## src/rtl/irq_funnel_pkg.sv

```systemverilog
package irq_funnel_pkg;
   localparam int REG_ADDR_W = 3;

   localparam logic [REG_ADDR_W-1:0] A_STATUS   = 3'd0;
   localparam logic [REG_ADDR_W-1:0] A_MASK     = 3'd1;
   localparam logic [REG_ADDR_W-1:0] A_MASK_SET = 3'd2;
   localparam logic [REG_ADDR_W-1:0] A_MASK_CLR = 3'd3;
   localparam logic [REG_ADDR_W-1:0] A_GEN      = 3'd4;
   localparam logic [REG_ADDR_W-1:0] A_GSTAT    = 3'd5;
   localparam logic [REG_ADDR_W-1:0] A_PRIO     = 3'd6;
endpackage

```

## src/rtl/irq_capture.sv

```systemverilog
module irq_capture #(
   parameter int N_SRC        = 6,
   parameter bit CAPTURE_EDGE = 1'b0
) (
   input  logic             clk,
   input  logic             rst_n,
   input  logic [N_SRC-1:0] req,
   input  logic [N_SRC-1:0] clr,
   output logic [N_SRC-1:0] status
);
   if (CAPTURE_EDGE) begin : g_edge
      logic [N_SRC-1:0] req_q;

      always_ff @(posedge clk or negedge rst_n) begin
         if (!rst_n) begin
            req_q  <= '0;
            status <= '0;
         end else begin
            req_q  <= req;
            status <= (status & ~clr) | (req & ~req_q);
         end
      end

      for (genvar i = 0; i < N_SRC; i++) begin : g_chk
         // a rising edge is caught, and a set bit holds until cleared
         p_edge_catch_r10: assert property (@(posedge clk) disable iff (!rst_n)
            (req[i] && !req_q[i]) |=> status[i]);
         p_edge_hold_r10: assert property (@(posedge clk) disable iff (!rst_n)
            (status[i] && !clr[i]) |=> status[i]);
      end
   end else begin : g_level
      logic unused_clr;
      assign unused_clr = ^clr;

      always_ff @(posedge clk or negedge rst_n) begin
         if (!rst_n) status <= '0;
         else        status <= req;
      end

      // level capture follows the request one cycle late
      p_level_follow_r2: assert property (@(posedge clk) disable iff (!rst_n)
         1'b1 |=> (status == $past(req)));
   end
endmodule

```

## src/rtl/irq_mask_reg.sv

```systemverilog
module irq_mask_reg #(
   parameter int N_SRC = 6
) (
   input  logic             clk,
   input  logic             rst_n,
   input  logic [N_SRC-1:0] set_bits,
   input  logic [N_SRC-1:0] clr_bits,
   output logic [N_SRC-1:0] mask
);
   always_ff @(posedge clk or negedge rst_n) begin
      if (!rst_n) mask <= '0;
      else        mask <= (mask | set_bits) & ~clr_bits;
   end

   // set write raises the chosen bits
   p_mask_set_r3: assert property (@(posedge clk) disable iff (!rst_n)
      (set_bits != '0 && clr_bits == '0) |=> ((mask & $past(set_bits)) == $past(set_bits)));
   // clear write drops the chosen bits
   p_mask_clr_r4: assert property (@(posedge clk) disable iff (!rst_n)
      (clr_bits != '0) |=> ((mask & $past(clr_bits)) == '0));
   // no set or clear leaves the mask alone
   p_mask_hold_r3: assert property (@(posedge clk) disable iff (!rst_n)
      (set_bits == '0 && clr_bits == '0) |=> $stable(mask));
endmodule

```

## src/rtl/irq_prio_enc.sv

```systemverilog
module irq_prio_enc #(
   parameter int N_SRC = 6,
   parameter int IDX_W = 4
) (
   input  logic [N_SRC-1:0] active,
   output logic [IDX_W-1:0] idx
);
   localparam logic [IDX_W-1:0] IDX_NONE = '1;

   always_comb begin
      idx = IDX_NONE;
      for (int i = N_SRC - 1; i >= 0; i--) begin
         if (active[i]) idx = IDX_W'(i);
      end
   end
endmodule

```

## src/rtl/irq_funnel.sv

```systemverilog
module irq_funnel
   import irq_funnel_pkg::*;
#(
   parameter int N_SRC        = 6,
   parameter int DATA_W       = 16,
   parameter int ADDR_W       = REG_ADDR_W,
   parameter int GEN_BIT      = 7,
   parameter int IDX_W        = 4,
   parameter bit CAPTURE_EDGE = 1'b0
) (
   input  logic              clk,
   input  logic              rst_n,
   input  logic [N_SRC-1:0]  irq_req,
   input  logic              reg_wr,
   input  logic [ADDR_W-1:0] reg_addr,
   input  logic [DATA_W-1:0] reg_wdata,
   output logic [DATA_W-1:0] reg_rdata,
   output logic              host_irq
);
   localparam logic [IDX_W-1:0] IDX_NONE = '1;

   if (N_SRC < 1 || N_SRC >= (1 << IDX_W) - 1 + 1 || N_SRC > DATA_W) begin : g_bad_nsrc
      $error("irq_funnel: N_SRC must be 1..2**IDX_W-1 and fit in DATA_W");
   end
   if (GEN_BIT >= DATA_W) begin : g_bad_gen
      $error("irq_funnel: GEN_BIT must lie inside DATA_W");
   end
   if (ADDR_W != REG_ADDR_W) begin : g_bad_addr
      $error("irq_funnel: ADDR_W must match the register map");
   end

   logic             unused_wdata;
   logic             gen_en;
   logic [N_SRC-1:0] status;
   logic [N_SRC-1:0] mask;
   logic [N_SRC-1:0] active;
   logic [N_SRC-1:0] set_bits, clr_bits, st_clr;
   logic [IDX_W-1:0] prio_idx;
   logic             any_active;
   logic [N_SRC-1:0] pend_next;

   assign unused_wdata = ^reg_wdata;

   assign set_bits = (reg_wr && reg_addr == A_MASK_SET) ? reg_wdata[N_SRC-1:0] : '0;
   assign clr_bits = (reg_wr && reg_addr == A_MASK_CLR) ? reg_wdata[N_SRC-1:0] : '0;
   assign st_clr   = (reg_wr && reg_addr == A_STATUS)   ? reg_wdata[N_SRC-1:0] : '0;

   irq_capture #(.N_SRC(N_SRC), .CAPTURE_EDGE(CAPTURE_EDGE)) u_capture (
      .clk(clk), .rst_n(rst_n), .req(irq_req), .clr(st_clr), .status(status)
   );

   irq_mask_reg #(.N_SRC(N_SRC)) u_mask (
      .clk(clk), .rst_n(rst_n), .set_bits(set_bits), .clr_bits(clr_bits), .mask(mask)
   );

   always_ff @(posedge clk or negedge rst_n) begin
      if (!rst_n)                         gen_en <= 1'b0;
      else if (reg_wr && reg_addr == A_GEN) gen_en <= reg_wdata[GEN_BIT];
   end

   assign active     = status & mask;
   assign any_active = |active;
   assign host_irq   = gen_en & any_active;

   irq_prio_enc #(.N_SRC(N_SRC), .IDX_W(IDX_W)) u_prio (
      .active(active), .idx(prio_idx)
   );

   always_comb begin
      reg_rdata = '0;
      case (reg_addr)
         A_STATUS: reg_rdata[N_SRC-1:0] = status;
         A_MASK:   reg_rdata[N_SRC-1:0] = mask;
         A_GEN:    reg_rdata[GEN_BIT]   = gen_en;
         A_GSTAT:  reg_rdata[GEN_BIT]   = any_active;
         A_PRIO:   reg_rdata[IDX_W-1:0] = prio_idx;
         default:  reg_rdata = '0;
      endcase
   end

   // sources that will still be pending after the next edge if no clear hits them
   if (CAPTURE_EDGE) begin : g_pend_edge
      assign pend_next = status;
   end else begin : g_pend_level
      assign pend_next = irq_req;
   end

   // writing a zero enable drops the line on the next cycle
   p_disable_r5: assert property (@(posedge clk) disable iff (!rst_n)
      (reg_wr && reg_addr == A_GEN && !reg_wdata[GEN_BIT]) |=> !host_irq);
   // re-enabling with a pending unmasked source raises the line next cycle
   p_reenable_r9: assert property (@(posedge clk) disable iff (!rst_n)
      (reg_wr && reg_addr == A_GEN && reg_wdata[GEN_BIT] && (|(pend_next & mask)))
      |=> host_irq);
   // the index names a pending source with nothing more urgent below it
   p_prio_pick_r8: assert property (@(posedge clk) disable iff (!rst_n)
      (prio_idx != IDX_NONE) |->
         (((active >> prio_idx) & N_SRC'(1)) != '0) &&
         ((active & ((N_SRC'(1) << prio_idx) - N_SRC'(1))) == '0));
   p_prio_none_r8: assert property (@(posedge clk) disable iff (!rst_n)
      (prio_idx == IDX_NONE) |-> (active == '0));
endmodule

```

## config.mk

```make
export PLATFORM = sky130hd
export DESIGN_NAME = irq_funnel
export DESIGN_NICKNAME = d
export VERILOG_FILES = /design/src/rtl/irq_funnel_pkg.sv /design/src/rtl/irq_capture.sv /design/src/rtl/irq_mask_reg.sv /design/src/rtl/irq_prio_enc.sv /design/src/rtl/irq_funnel.sv
export SDC_FILE = /design/constraint.sdc
export NUM_CORES = 1
export LEC_CHECK = 0
export BUFFER_PORTS_ARGS = -buffer_cell sky130_fd_sc_hd__buf_4
export CORE_ASPECT_RATIO = 1.1
export CORE_MARGIN = 2
export CORE_UTILIZATION = 47
export CTS_BUF_LIST = sky130_fd_sc_hd__clkbuf_4
export CTS_CLUSTER_DIAMETER = 60
export DETAILED_ROUTE_END_ITERATION = 8
export PLACE_DENSITY = 0.82
export SLEW_MARGIN = 40
export SYNTH_ARGS = -nofsm -noshare
export SYNTH_HDL_FRONTEND = slang
export SYNTH_HIERARCHICAL = 1
export SYNTH_SLANG_ARGS = --single-unit
export TNS_END_PERCENT = 50
```

## constraint.sdc

```tcl
create_clock -name clk -period 1.7 [get_ports clk]
set_clock_uncertainty 0.05 [all_clocks]
set_input_delay 0.17 -clock clk [delete_from_list [all_inputs] [get_ports clk]]
set_output_delay 0.17 -clock clk [all_outputs]
set_load 0.05 [all_outputs]
```

* Word level (Yosys, flattened, before mapping)
Cells that the tools add are included.
Operators by class: muxes and demuxes 11, bitwise operators 5, equality and inequality tests 6, reductions and logical operators 5
Operator list (count):
- two-way mux 4 bit | 6
- bitwise AND 6 bit | 2
- two-way mux 6 bit | 2
- one-hot mux 4 bit (3 select lines) | 1
- equality test 3 bit, second input constant | 3
- equality test 3 x 2 -> 1 bit, second input constant | 2
- NOT 6 bit | 1
- OR 6 bit | 1
- OR reduction 6 bit | 1
- one-hot mux 2 bit (2 select lines) | 1
- equality test 3 x 1 -> 1 bit, second input constant | 1
- logical AND 1 bit | 3
- logical NOT 3 bit | 1
- one-hot mux 1 bit (2 select lines) | 1
- bitwise AND 1 bit | 1
Storage, ports and cells: bits of input ports 28, word-level logic and storage cells 30, register bits after elaboration 13

* Longest topological paths before layout
Gate-level depths: netlist of the first run.
depth after elaboration 8, mapped depth 5, mapped depth without buffers 5

* By module
Netlist of the first run, hierarchy kept.
Modules (own cells, without submodules):
- irq_funnel | area each 510.5 µm², sequential area each 25.0 µm², cells each 68, times used 1
- irq_mask_reg | area each 210.2 µm², sequential area each 150.1 µm², cells each 12, times used 1
- irq_capture | area each 150.1 µm², sequential area each 150.1 µm², cells each 6, times used 1
- irq_prio_enc | area each 53.8 µm², sequential area each 0.0 µm², cells each 8, times used 1

* Least setup slack after synthesis of the first run
No wires, ideal clock.
kind reg-to-output, start reg u_capture.status[0], end out reg_rdata[3], required time 1480 ps, slack -9 ps, buffers on the path 0, cell stages (with the launch flop) 6, arrival 1489 ps, cell sequence dfrtp_1 > and2_1 > nor4_2 > and2_1 > nand2_1 > o21ai_1
On the way: longest elaborated chain between the ends 3
Ends and longest elaborated chain:
- start, declared | line irq_capture.sv:9 | output logic [N_SRC-1:0] status
- start signal, assigned | line irq_capture.sv:37 | else status <= req;
- bitwise AND 6 bit | line irq_funnel.sv:61 | assign active = status & mask;
- via active[0] | line irq_funnel.sv:36 | logic [N_SRC-1:0] active;
- two-way mux 4 bit | line irq_prio_enc.sv:13 | if (active[i]) idx = IDX_W'(i);
- via prio_idx[3] | line irq_funnel.sv:38 | logic [IDX_W-1:0] prio_idx;
- one-hot mux 4 bit (3 select lines) | line irq_funnel.sv:71 | case (reg_addr)
- end, declared | line irq_funnel.sv:17 | output logic [DATA_W-1:0] reg_rdata,
The timed path passes the listed nets, and every way through them passes these cells.

* Final worst setup path of the first run
start reg u_mask.mask[2], end out reg_rdata[7]
On the way: longest elaborated chain between the ends 3
Ends and longest elaborated chain:
- start, declared | line irq_mask_reg.sv:8 | output logic [N_SRC-1:0] mask
- start signal, assigned | line irq_mask_reg.sv:12 | else mask <= (mask | set_bits) & ~clr_bits;
- bitwise AND 6 bit | line irq_funnel.sv:61
- OR reduction 6 bit | line irq_funnel.sv:62 | assign any_active = |active;
- one-hot mux 1 bit (2 select lines) | line irq_funnel.sv:71
No other way between the ends.

==> results of run 1 <==
[sequential cells by signal, indices dropped and copies added, names as in the netlist]
name / flops
gen_en: 1
u_capture/status: 6
u_mask/mask: 6
[layout make-up]
type | instances | area, um^2
fill | 134 | 546
multi-input combinational | 71 | 517
sequential | 13 | 325
timing repair buffer | 38 | 318
clock buffer | 4 | 30.0
tap | 18 | 22.5
inverter | 1 | 3.75
[metrics by stage]
| stage | util (%) | total power, mW | cell area (um^2) | TNS, ns |
|---|---|---|---|---|
| CTS | 68.6 | 1.03 | 1210 | -0.249 |
| detailed placement | 59.2 | 0.761 | 1040 | 0 |
| floorplan | - | 0.668 | 897 | 0 |
| global placement | 59.2 | 0.748 | 1040 | 0 |
| global route | 69.0 | 1.10 | 1220 | -0.619 |
| finish | 69.0 | 1.04 | 1220 | -0.262 |
[critical path, cell delays in order (launching register included)]
cell and delay, ns:
dfrtp_1 0.39, buf_4 0.14, a22oi_1 0.23, nand4_1 0.13, and4bb_2 0.24, buf_4 0.18
[routing by layer]
layer / wire, um / global-route usage (%)
met3: 83 / 1.11
met2: 1040 / 32.6
met4: 23 / 10.3
met5: 0 / 0
met1: 801 / 23.6
[timing repair]
item                       4_1_cts  5_1_grt
setup endpoints to repair        4        5
hold buffers                     7        0
setup buffers                    4        0
pin swaps                        4        2
hold endpoints to repair        19        0
resized for setup                9        2
gates cloned                     0        0
[final timing paths]
check,from,endpoint,cells after the start
max,u_mask/mask[2]$_DFF_PN0_,reg_rdata[7],5
min,reg_wdata[7],gen_en$_DFFE_PN0P_,3
max reg2reg,u_mask/mask[3]$_DFF_PN0_,u_mask/mask[3]$_DFF_PN0_,2
min reg2reg,u_mask/mask[5]$_DFF_PN0_,u_mask/mask[5]$_DFF_PN0_,1
max in group asynchronous,rst_n,u_capture/status[2]$_DFF_PN0_,2
min in group asynchronous,rst_n,u_mask/mask[2]$_DFF_PN0_,2
[report_power, final]
group / internal, mW / switching, mW / total (mW)
registers: 0.353 / 0.0351 / 0.388
logic: 0.201 / 0.249 / 0.449
clock network: 0.107 / 0.0949 / 0.202
==> impl_metrics.toml, run 1 <==
[timing]
fmax_ghz = 0.553
hold_viol = 0
setup_viol = 4
worst_slack_ns = -0.108
rsz0062_at_grt = "true"
period_share_pct = 106
holdWs_ns = 0.0567
final-max-slew-violation-count = 0
fin_crit_ns = 1.81

[layout]
layout_common_cells = "buf_4, and2_1, dfrtp_1, conb_1, dlygate4sd3_1"
syn_to_final_growth_pct = 40.9
layout_commonest_cell = "buf_4"
drive_gt1_share_pct = 37.0
fin_nets = 156
finalNonFillerCells = 145
antenna_cells = 0

[floorplanning]
start_util_pct = 49.0
fp.dieW_um = 44.9
ioPinCount = 45
design.die.area_um2 = 2200
die_h_um = 49.0
core_um2 = 1760
rows = 16

[hold_path]
hold_path.class = "in2reg"

[global_route]
grt_pass1_wl_um = 3100
grt_remaining_overflow = 0
grt_pass1_vias = 710
grtUsageTotal_pct = 19.2
antenna_found_initial = 0
grt_max_degree = 14

[clocking]
clk_path_buf_depth = 2
htreeDepth = 1
cts.sinks = 13
cts_buffers = 3
cts_root_buf = "clkbuf_4"
path_clk_slew_ns = 0.08
cts_tree = "done"
clk_latency_ns = 0.27

[detailed_routing]
wl_per_cell_um = 13.4
drt_iter0_drc = 18
drt_wl_total_um = 1950
route.detailed.drc = 0
firstDrtPassIters = 4
vias_per_cell = 5.23
ant_nets = 0
vias = 758

[worst_setup_path]
crit_fanout = 3
cp_data_arrival_time_ns = 1.59
startpoint_type = "flip-flop"
critPathKind = "reg2out"
end_kind = "output pin"
required_ns = 1.48
r2r_slack_ns = 0.83

[synth]
synth.avg_cell_area_um2 = 9.92
ys.warnings.count = 6
syn_area_um2 = 863
synth_cells = 87

[outcome]
violations = "negative setup slack"
outcome = "complete, but fails checks"

[place]
port_buffers = 26
dp_hpwl_um = 1380
placedCellCount = 130
pre_cts_slack_ns = 0.116
place_congestion = 0.732

[power]
p_per_area_nw_per_um2 = 855
peakVddDrop_uv = 604
p_leak_nw = 0.603

[flow_run]
cap_violations = 0
Power figures use the tool's default switching activity.
==> run 2, diff against run 1 <==
==> constraint.sdc (replaced) <==
create_clock -name clk -period 1.75 [get_ports clk]
set_clock_uncertainty 0.05 [all_clocks]
set_input_delay 0.175 -clock clk [delete_from_list [all_inputs] [get_ports clk]]
set_output_delay 0.175 -clock clk [all_outputs]
set_load 0.05 [all_outputs]
==> impl_metrics.toml, run 2 (synthesized netlist as in run 1, its figures left out) <==
[layout]
finalNonFillerCells = 146
fin_nets = 157
reg_top3 = "u_capture/status: 6 flops, u_mask/mask: 6 flops, gen_en: 1 flops"
layout_common_cells = "buf_4, and2_1, dfrtp_1, conb_1, dlygate4sd3_1"
drive_gt1_share_pct = 36.7
fin_util_pct = 69.6
antenna_cells = 0
fill_cells = 125
multiInputGateArea_um2 = 515
layout_commonest_cell = "buf_4"
seq_area_um2 = 325
design_area_um2 = 1230
syn_to_final_growth_pct = 42.0

[power]
peakVddDrop_uv = 649
p_per_area_nw_per_um2 = 822
total_power_mw = 1.01
p_leak_nw = 0.607

[clocking]
cts_buffers = 3
clk_latency_ns = 0.27
clk_path_buf_depth = 2
htreeDepth = 1
cts_tree = "done"
path_clk_slew_ns = 0.07
cts_root_buf = "clkbuf_4"
cts.sinks = 13

[global_route]
grtUsageTotal_pct = 18.3
antenna_found_initial = 0
grt_pass1_vias = 684
grt_max_degree = 14
grt_pass1_wl_um = 2910
grt_remaining_overflow = 0

[detailed_routing]
drt_wl_total_um = 1940
vias = 748
route.detailed.drc = 0
wl_per_cell_um = 13.3
drt_iter0_drc = 14
vias_per_cell = 5.12
ant_nets = 0
firstDrtPassIters = 4

[floorplanning]
start_util_pct = 49.0
design.die.area_um2 = 2200
die_h_um = 49.0
rows = 16
fp.dieW_um = 44.9
ioPinCount = 45
core_um2 = 1760

[worst_setup_path]
cp_top_family = "simple AND/OR/NAND/NOR gates"
crit_fanout = 4
crit_buf_inv = 1
cp_data_arrival_time_ns = 1.62
r2r_slack_ns = 0.89
end_kind = "output pin"
critical_path.cell_chain = "and2_4 -> nor4_4 -> and2_1 -> nand2_1 -> o21ai_1 -> buf_6"
slowest_delay_ns = 0.42
startpoint_type = "flip-flop"
critPathKind = "reg2out"
required_ns = 1.52
crit_slowest_cell = "dfrtp_1"

[timing]
fmax_ghz = 0.541
worst_slack_ns = -0.0996
final-max-slew-violation-count = 0
rsz0062_at_grt = "true"
tns_ns = -0.178
setup_viol = 2
hold_viol = 0
period_share_pct = 106
fin_crit_ns = 1.85

[outcome]
violations = "negative setup slack"
outcome = "complete, but fails checks"

[place]
port_buffers = 26
dpl_cell_area_um2 = 1040
place_congestion = 0.679
dp_hpwl_um = 1320
placedCellCount = 130

[hold_path]
hold_path.class = "in2reg"

[flow_run]
cap_violations = 0
[run 2: through the flow]
stage	worst slack, ns	hold slack (ns)
detailed placement	0.167	-0.0257
finish	-0.0996	0.0557
floorplan	0.0357	-0.171
global route	-0.165	0.0623
CTS	-0.0511	0.0565
global placement	0.177	-0.0274
[run 2: worst min-delay path, cell delays in order]
cell and delay, ns:
buf_4 0.07, nand2_1 0.03, o21ai_0 0.06
[run 2: layer usage]
layer,track usage [%],routed length [um]
met5,0,0
met4,13.7,40
met3,2.22,69
met1,20.7,812
met2,30.2,1020
[run 2: timing repair]
item                       4_1_cts  5_1_grt
setup buffers                    3        2
pin swaps                        2        6
gates resized for setup          5        7
setup endpoints to repair        2        5
hold endpoints to repair        19        0
hold buffers                     7        0
[run 2: final timing paths]
path	start	to	cells past startpoint
max in group asynchronous	rst_n	gen_en$_DFFE_PN0P_	2
worst max register to register	u_mask/mask[1]$_DFF_PN0_	u_mask/mask[1]$_DFF_PN0_	2
worst min-delay path	reg_wdata[7]	gen_en$_DFFE_PN0P_	3
worst min register to register	u_mask/mask[4]$_DFF_PN0_	u_mask/mask[4]$_DFF_PN0_	1
worst max-delay path	u_mask/mask[3]$_DFF_PN0_	reg_rdata[3]	6
min in group asynchronous	rst_n	u_capture/status[5]$_DFF_PN0_	2
[run 2: power by group]
group,switching (mW),leakage [nW],total (mW),internal [mW]
logic,0.241,0.434,0.438,0.197
clock network,0.0880,0.0184,0.192,0.104
registers,0.0348,0.154,0.378,0.343
total,0.364,0.607,1.01,0.644
[run 2: cell type report]
class | instances | share of cell area [%]
multi-input combinational | 71 | 42.0
clock buffer | 4 | 2.45
sequential | 13 | 26.5
tap | 18 | 1.84
timing repair buffer | 39 | 26.8
inverter | 1 | 0.306
==> run 3, diff against run 2 <==
==> constraint.sdc (replaced) <==
create_clock -name clk -period 1.9 [get_ports clk]
set_clock_uncertainty 0.05 [all_clocks]
set_input_delay 0.19 -clock clk [delete_from_list [all_inputs] [get_ports clk]]
set_output_delay 0.19 -clock clk [all_outputs]
set_load 0.05 [all_outputs]
==> impl_metrics.toml, run 3 (synthesized netlist as in run 1, its figures left out) <==
[worst_setup_path]
crit_fanout = 4
slowest_delay_ns = 0.42
r2r_slack_ns = 1.02
required_ns = 1.66
cp_top_family = "simple AND/OR/NAND/NOR gates"
r2r_start = "u_mask/mask[2]$_DFF_PN0_"
cp_data_arrival_time_ns = 1.63
crit_slowest_cell = "dfrtp_1"
startpoint = "u_mask/mask[2]$_DFF_PN0_"
critical_path.cell_chain = "and2_4 -> nor4_2 -> and2_1 -> nand2_1 -> o21ai_1 -> buf_6"
end_kind = "output pin"
crit_buf_inv = 1
critPathKind = "reg2out"
startpoint_type = "flip-flop"

[power]
peakVddDrop_uv = 559
p_per_area_nw_per_um2 = 765
total_power_uw = 894
p_leak_nw = 0.582

[global_route]
grt_max_degree = 14
grt_pass1_wl_um = 2870
grtUsageTotal_pct = 17.2
grt_remaining_overflow = 0
grt_pass1_vias = 675
antenna_found_initial = 0

[place]
port_buffers = 26
place_congestion = 0.682
dp_hpwl_um = 1330

[timing]
tns_ns = 0
hold_viol = 0
setup_viol = 0
fin_crit_ns = 1.87
fmax_ghz = 0.534
period_share_pct = 98.7
final-max-slew-violation-count = 0
rsz0062_at_grt = "true"
holdWs_ns = 0.0725

[clocking]
path_clk_slew_ns = 0.07
htreeDepth = 1
cts.sinks = 13
clk_path_buf_depth = 2
cts_buffers = 3
cts_tree = "done"
clk_latency_ns = 0.27
cts_root_buf = "clkbuf_4"

[layout]
drive_gt1_share_pct = 32.8
fin_nets = 154
syn_to_final_growth_pct = 35.4
antenna_cells = 0
reg_top3 = "u_capture/status: 6 flops, u_mask/mask: 6 flops, gen_en: 1 flops"
layout_common_cells = "buf_4, and2_1, dfrtp_1, conb_1, dlygate4sd3_1"
layout_commonest_cell = "buf_4"

[floorplanning]
rows = 16
ioPinCount = 45
start_util_pct = 49.0
die_h_um = 49.0
fp.dieW_um = 44.9
design.die.area_um2 = 2200
core_um2 = 1760

[detailed_routing]
ant_nets = 0
vias_per_cell = 5.09
drt_wl_total_um = 1850
vias = 728
wl_per_cell_um = 12.9
drt_iter0_drc = 8
route.detailed.drc = 0
firstDrtPassIters = 4

[hold_path]
hold_path.class = "in2reg"
holdCritStartpoint = "reg_wdata[7]"

[flow_run]
cap_violations = 0

[outcome]
outcome = "finished, final reports clean"
==> run 3: changes by cell type in the layout (fill, tap and decap cells not counted) <==
cell,change
buf_6,-4
a22oi_1,+1
a22oi_2,-1
and2_1,+1
and2_4,-1
buf_4,+1
nor4_2,+1
nor4_4,-1
o21ai_1,+1
o21ai_2,-1
==> run 3: final cells by class <==
type                    instances  area, um^2
clock buffers                   4        30.0
well taps                      18        22.5
multi-input cells              71         495
repair buffers                 36         292
fillers                       129         593
flip-flops and latches         13         325
inverters                       1        3.75
==> run 3: through the flow <==
stage	setup WS, ns	cells	util, %	area, um^2
after CTS	0.00560	141	64.9	1140
after floorplan	0.171	95	-	893
final	0.0256	143	66.3	1170
after global placement	0.306	129	58.6	1030
after detailed placement	0.285	129	58.6	1030
after global routing	-0.0635	143	66.3	1170
==> run 3: path summary, 6_finish.rpt <==
check                                                 to  depth (start not counted)
max                                         reg_rdata[3]                          6
min                                   gen_en$_DFFE_PN0P_                          3
max reg2reg                     u_mask/mask[2]$_DFF_PN0_                          2
min reg2reg                     u_mask/mask[5]$_DFF_PN0_                          1
max in group asynchronous  u_capture/status[0]$_DFF_PN0_                          2
min in group asynchronous       u_mask/mask[3]$_DFF_PN0_                          2
==> run 3: worst register-to-register path, stage by stage, from the launching register on <==
cell     delay (ns)
dfrtp_1        0.42
buf_4          0.15
o21ba_1        0.16
==> run 3: metal layers <==
metal	vias up	part of all wire [%]	routed length (um)	GRT usage [%]
met4	0	0.22	4	6.86
met3	2	4.2	77	1.48
met1	340	39	718	21.1
met5	-	0	0	0
li1	363	-	-	-
met2	23	57	1050	30.2
==> run 3: repair_timing <==
item	4_1_cts	5_1_grt
gates resized for setup	1	3
endpoints found under the hold margin	19	0
hold buffers	7	0
pin swaps	0	2
setup endpoints to repair	1	3
buffers inserted	1	2
gates cloned	0	0
==> run 3: where the power goes <==
| group | total (mW) | internal (mW) | switching [mW] |
|---|---|---|---|
| Combinational | 0.361 | 0.158 | 0.203 |
| Sequential | 0.356 | 0.316 | 0.0397 |
| Clock | 0.177 | 0.0955 | 0.0816 |
